### src/rtl/fnu_pkg.sv
// Package: shared group decode for the function unit.
// Assumes a 4-bit select code whose upper two bits pick the group.
package fnu_pkg;

    typedef enum logic [1:0] {
        GRP_ARITH = 2'b00,
        GRP_LOGIC = 2'b01,
        GRP_SHIFT = 2'b10
    } fnu_group_e;

    localparam int FS_BITS = 4;

    // Map the top select bits onto the operation group.
    function automatic fnu_group_e fnu_group(input logic [FS_BITS-1:0] fs);
        if (!fs[3])
            return GRP_ARITH;
        else if (!fs[2])
            return GRP_LOGIC;
        else
            return GRP_SHIFT;
    endfunction

endpackage

### src/rtl/fnu_arith.sv
// Module: arithmetic circuit computing a + y + cin.
// y is one of four functions of b, chosen by ysel: 00 zero, 01 b, 10 ~b, 11 ones.
// Assumes WIDTH >= 2. Purely combinational.
module fnu_arith #(
    parameter int WIDTH = 8
) (
    input  logic [WIDTH-1:0] a,
    input  logic [WIDTH-1:0] b,
    input  logic [1:0]       ysel,
    input  logic             cin,
    output logic [WIDTH-1:0] sum,
    output logic             cout,
    output logic             ovf
);
    localparam int MSB = WIDTH - 1;

    logic [WIDTH-1:0] y_opnd;
    logic [WIDTH:0]   wide_sum;

    // Operand selector: form the second adder input from b.
    always_comb begin
        unique case (ysel)
            2'b00:   y_opnd = '0;
            2'b01:   y_opnd = b;
            2'b10:   y_opnd = ~b;
            default: y_opnd = '1;
        endcase
    end

    // Adder with carry-in; the extra bit holds the carry-out.
    always_comb begin
        wide_sum = {1'b0, a} + {1'b0, y_opnd} + {{WIDTH{1'b0}}, cin};
        sum      = wide_sum[MSB:0];
        cout     = wide_sum[WIDTH];
    end

    // Signed overflow: like-signed operands give a sum of the other sign.
    always_comb begin
        ovf = (a[MSB] == y_opnd[MSB]) && (sum[MSB] != a[MSB]);
    end

endmodule

### src/rtl/fnu_logic.sv
// Module: bitwise logic circuit.
// op selects 00 AND, 01 OR, 10 XOR, 11 NOT a. Combinational, one gate level per bit.
module fnu_logic #(
    parameter int WIDTH = 8
) (
    input  logic [WIDTH-1:0] a,
    input  logic [WIDTH-1:0] b,
    input  logic [1:0]       op,
    output logic [WIDTH-1:0] out
);
    // Per-bit function select.
    always_comb begin
        unique case (op)
            2'b00:   out = a & b;
            2'b01:   out = a | b;
            2'b10:   out = a ^ b;
            default: out = ~a;
        endcase
    end

endmodule

### src/rtl/fnu_shift.sv
// Module: single-place shifter on b.
// op selects 00 pass, 01 right, 10 left, 11 all zeros.
// fill_hi enters the top bit on a right shift; fill_lo enters the bottom bit on a left shift.
module fnu_shift #(
    parameter int WIDTH = 8
) (
    input  logic [WIDTH-1:0] b,
    input  logic [1:0]       op,
    input  logic             fill_hi,
    input  logic             fill_lo,
    output logic [WIDTH-1:0] out
);
    localparam int MSB = WIDTH - 1;

    logic [WIDTH-1:0] from_left;   // bit i receives b[i+1]
    logic [WIDTH-1:0] from_right;  // bit i receives b[i-1]

    // Neighbour wiring, one 4-way mux per bit position.
    genvar gi;
    generate
        for (gi = 0; gi < WIDTH; gi++) begin : g_bit
            if (gi == MSB) begin : g_top
                assign from_left[gi] = fill_hi;
            end else begin : g_mid_l
                assign from_left[gi] = b[gi+1];
            end
            if (gi == 0) begin : g_bot
                assign from_right[gi] = fill_lo;
            end else begin : g_mid_r
                assign from_right[gi] = b[gi-1];
            end

            // Bit mux: choose pass, right neighbour, left neighbour or zero.
            always_comb begin
                unique case (op)
                    2'b00:   out[gi] = b[gi];
                    2'b01:   out[gi] = from_left[gi];
                    2'b10:   out[gi] = from_right[gi];
                    default: out[gi] = 1'b0;
                endcase
            end
        end
    endgenerate

endmodule

### src/rtl/fnu_top.sv
// Module: encoded-select function unit.
// One 4-bit code drives the adder operand select, the logic op, the shifter op
// and the output multiplexer. The status flags follow the selected result.
// Assumes the shifter serial inputs are tied low. Combinational, no state.
module fnu_top #(
    parameter int WIDTH = 8
) (
    input  logic [3:0]       fs_code,
    input  logic [WIDTH-1:0] opnd_a,
    input  logic [WIDTH-1:0] opnd_b,
    output logic [WIDTH-1:0] result,
    output logic             flag_v,
    output logic             flag_c,
    output logic             flag_n,
    output logic             flag_z
);
    import fnu_pkg::*;

    localparam int MSB = WIDTH - 1;

    logic [WIDTH-1:0] arith_out;
    logic [WIDTH-1:0] logic_out;
    logic [WIDTH-1:0] shift_out;
    logic             arith_cout;
    logic             arith_ovf;
    fnu_group_e       grp;

    fnu_arith #(.WIDTH(WIDTH)) u_arith (
        .a    (opnd_a),
        .b    (opnd_b),
        .ysel (fs_code[2:1]),
        .cin  (fs_code[0]),
        .sum  (arith_out),
        .cout (arith_cout),
        .ovf  (arith_ovf)
    );

    fnu_logic #(.WIDTH(WIDTH)) u_logic (
        .a   (opnd_a),
        .b   (opnd_b),
        .op  (fs_code[1:0]),
        .out (logic_out)
    );

    fnu_shift #(.WIDTH(WIDTH)) u_shift (
        .b       (opnd_b),
        .op      (fs_code[1:0]),
        .fill_hi (1'b0),
        .fill_lo (1'b0),
        .out     (shift_out)
    );

    // Group decode from the top select bits.
    always_comb begin
        grp = fnu_group(fs_code);
    end

    // Output multiplexer with carry and overflow qualified by group.
    always_comb begin
        unique case (grp)
            GRP_ARITH: begin
                result = arith_out;
                flag_c = arith_cout;
                flag_v = arith_ovf;
            end
            GRP_LOGIC: begin
                result = logic_out;
                flag_c = 1'b0;
                flag_v = 1'b0;
            end
            default: begin
                result = shift_out;
                flag_c = 1'b0;
                flag_v = 1'b0;
            end
        endcase
    end

    // Sign and zero detect on the final result.
    always_comb begin
        flag_n = result[MSB];
        flag_z = ~|result;
    end

endmodule

### config.mk
export PLATFORM = sky130hd
export DESIGN_NAME = fnu_top
export DESIGN_NICKNAME = d
export VERILOG_FILES = /design/src/rtl/fnu_pkg.sv /design/src/rtl/fnu_arith.sv /design/src/rtl/fnu_logic.sv /design/src/rtl/fnu_shift.sv /design/src/rtl/fnu_top.sv
export SDC_FILE = /design/constraint.sdc
export NUM_CORES = 1
export LEC_CHECK = 0
export BUFFER_PORTS_ARGS = -buffer_cell sky130_fd_sc_hd__clkbuf_2
export CAP_MARGIN = 20
export CORE_ASPECT_RATIO = 0.75
export CORE_MARGIN = 4
export CORE_UTILIZATION = 45
export DETAILED_ROUTE_END_ITERATION = 10
export PLACE_DENSITY = 0.69
export SLEW_MARGIN = 0
export SYNTH_ARGS = -nofsm -noshare
export SYNTH_HDL_FRONTEND = slang
export SYNTH_SLANG_ARGS = --single-unit
### constraint.sdc
create_clock -name vclk -period 6.9
set_input_delay 0.69 -clock vclk [all_inputs]
set_output_delay 0.69 -clock vclk [all_outputs]
set_load 0.02 [all_outputs]
==> summary.json <==
{
  "endpoint": {"value": "flag_z"},
  "remaining_drc_errors": {"value": 0},
  "die_width": {"value": 72.2, "unit": "um"},
  "finalPower": {"value": 132, "unit": "uW"},
  "synth_area_leaders": {"value": "ha_1, mux2i_1, o21ai_0"},
  "nClkBuffers": {"value": 0},
  "grt_start_max_net_pins": {"value": 43},
  "cts_repair_resize_count": {"value": 0},
  "hp-start": {"value": "opnd_a[7]"},
  "postLayoutCellArea": {"value": 1500, "unit": "um2"},
  "synth.cells.most_frequent": {"value": "ha_1, inv_1, nor2_1"},
  "crit_path_end_kind": {"value": "output pin"},
  "synth_top_area_cell": {"value": "ha_1"},
  "required": {"value": 6.21, "unit": "ns"},
  "initial_antenna_violation_count": {"value": 0},
  "drtPass1Iterations": {"value": 4},
  "worstMarginPinSlew": {"value": 0.825, "unit": "ns"},
  "power.ir.vdd_worst": {"value": 46.0, "unit": "uV"},
  "grt_pass1_wl": {"value": 5810, "unit": "um"},
  "num-fill-cells": {"value": 291},
  "ff_latch_area": {"value": 0, "unit": "um2"},
  "worst_setup_start_kind": {"value": "input pin"},
  "powerDensity": {"value": 88.2, "unit": "nW/um2"},
  "top_level_ports": {"value": 32},
  "vias_per_cell": {"value": 5.59},
  "flow.area_growth_from_synthesis": {"value": 8.02, "unit": "%"},
  "numSequentialCells": {"value": 0},
  "core": {"value": 2960, "unit": "um2"},
  "num_rows": {"value": 17},
  "syn_area": {"value": 1390, "unit": "um2"},
  "globalRouteTotalUtil": {"value": 17.1, "unit": "%"},
  "portBuffers": {"value": 32},
  "detailed_placement_hpwl": {"value": 2850, "unit": "um"},
  "antenna_cells": {"value": 0},
  "syn_inst": {"value": 197},
  "final_worst_path_setup_slack": {"value": 2.96, "unit": "ns"},
  "cts_hold_buf": {"value": 0},
  "ys_types": {"value": 47},
  "synth.top_cell.area_share": {"value": 20.7, "unit": "%"},
  "drive_above_1_share": {"value": 18.1, "unit": "%"},
  "postCtsSetupRepairBufs": {"value": 0},
  "finalHoldViolCount": {"value": 0},
  "drt_iter0_drc": {"value": 84},
  "timing.fmax": {"value": 0.254, "unit": "GHz"},
  "totalWireLength": {"value": 3510, "unit": "um"},
  "arrival": {"value": 3.25, "unit": "ns"},
  "overflow": {"value": 0},
  "post-route-period-util": {"value": 57.1, "unit": "%"},
  "routabilityCongestion": {"value": 0.884},
  "placed_area": {"value": 1500, "unit": "um2"},
  "finalCriticalPeriod": {"value": 3.94, "unit": "ns"},
  "max_cap_viol_count": {"value": 0},
  "avgSynthCellArea": {"value": 7.05, "unit": "um2"},
  "multi_input_comb_area": {"value": 1200, "unit": "um2"},
  "detailroute.via_count": {"value": 1414},
  "worstSetupPathType": {"value": "input pin to output pin"},
  "via_count_of_the_first_global_routing_pass": {"value": 1144},
  "pre_cts_slack": {"value": 2.93, "unit": "ns"},
  "holdCritPathClass": {"value": "input pin to output pin"},
  "ys.warnings.count": {"value": 0},
  "setup_viol_count_final": {"value": 0},
  "final_max_slew_viol_count": {"value": 0},
  "yosysSeqAreaShare": {"value": 0, "unit": "%"},
  "die-area": {"value": 4050, "unit": "um2"},
  "drtAntennaViolNets": {"value": 0},
  "drt-wirelength-per-cell": {"value": 13.9, "unit": "um"},
  "setup_total_negative_slack": {"value": 0, "unit": "ns"},
  "fp.dieH": {"value": 56.1, "unit": "um"},
  "nets_final": {"value": 262},
  "cp-startpoint": {"value": "fs_code[2]"},
  "run_status": {"value": "finished, final reports clean"},
  "static-leakage-power": {"value": 0.000746, "unit": "uW"},
  "start_util": {"value": 47.0, "unit": "%"},
  "grt_setup_unrepaired": {"value": "false"},
  "synthesis.nets": {"value": 242},
  "max-slew-margin-rel": {"value": 45.0, "unit": "%"},
  "timing.critical_path.fanout_max": {"value": 13}
}
## power by group
group	switching (uW)	leakage [uW]	internal (uW)
logic	81.7	0.000746	50.6
registers	0	0	0
clock network	0	0	0
## routing by layer
metal | part of all wire, % | track usage (%) | wire length [um]
met5 | 0 | 0 | 0
met1 | 55 | 31.0 | 1950
met4 | 0 | 0 | 0
met3 | 5.5 | 0 | 194
met2 | 39 | 22.4 | 1370
## cell usage in the layout, fill, tap and decap left out, types with 3 or more instances in the layout
master,count
clkbuf_2,32
inv_1,23
ha_1,23
nor2_1,19
o21ai_0,18
nand2_1,17
a21oi_1,10
mux2i_1,9
a211oi_1,7
nand2b_1,5
a21boi_0,4
xnor2_1,4
o22ai_1,4
nor3_1,4
o211ai_1,3
## logic make-up after synthesis
kind of cell,Yosys count,synth area share (%)
compound gates,67,34.8
simple gates,52,17.3
buf+inv,39,13.7
fa+ha+maj,25,23.6
mux,10,8.11
xor+xnor,4,2.52
## cell type report
type	instances	area share, %
inverters	25	6.26
multi-input cells	158	79.9
well taps	38	3.17
repair buffers	32	10.7
## metrics by stage
stage | util, % | hold slack (ns) | instances
6_report | 50.7 | 1.84 | 253
5_1_grt | 50.7 | 1.88 | 253
4_1_cts | 50.7 | 1.84 | 253
3_5_place_dp | 50.7 | 1.84 | 253
3_3_place_gp | 50.7 | 1.84 | 253
2_1_floorplan | - | 1.57 | 197
## worst min path at each step
stage | to | slack (ns) | depth (start not counted)
final | flag_v | 1.84 | 4
after global routing | flag_v | 1.88 | 4
after CTS | flag_v | 1.84 | 4
after detailed placement | flag_v | 1.84 | 4
after global placement | flag_v | 1.84 | 4
after floorplan | flag_v | 1.57 | 2
## worst max-delay path, cell delays in order
cell      delay [ns]
clkbuf_2        0.27
inv_2           0.15
o21ai_0         0.29
fa_1            0.27
inv_1           0.06
fa_1            0.40
nor2b_1         0.16
o31a_1          0.19
a211o_1         0.15
o211ai_2        0.09
nor4_2          0.16
o2111a_1        0.20
clkbuf_2        0.16
(Power assumes the default switching activity.)
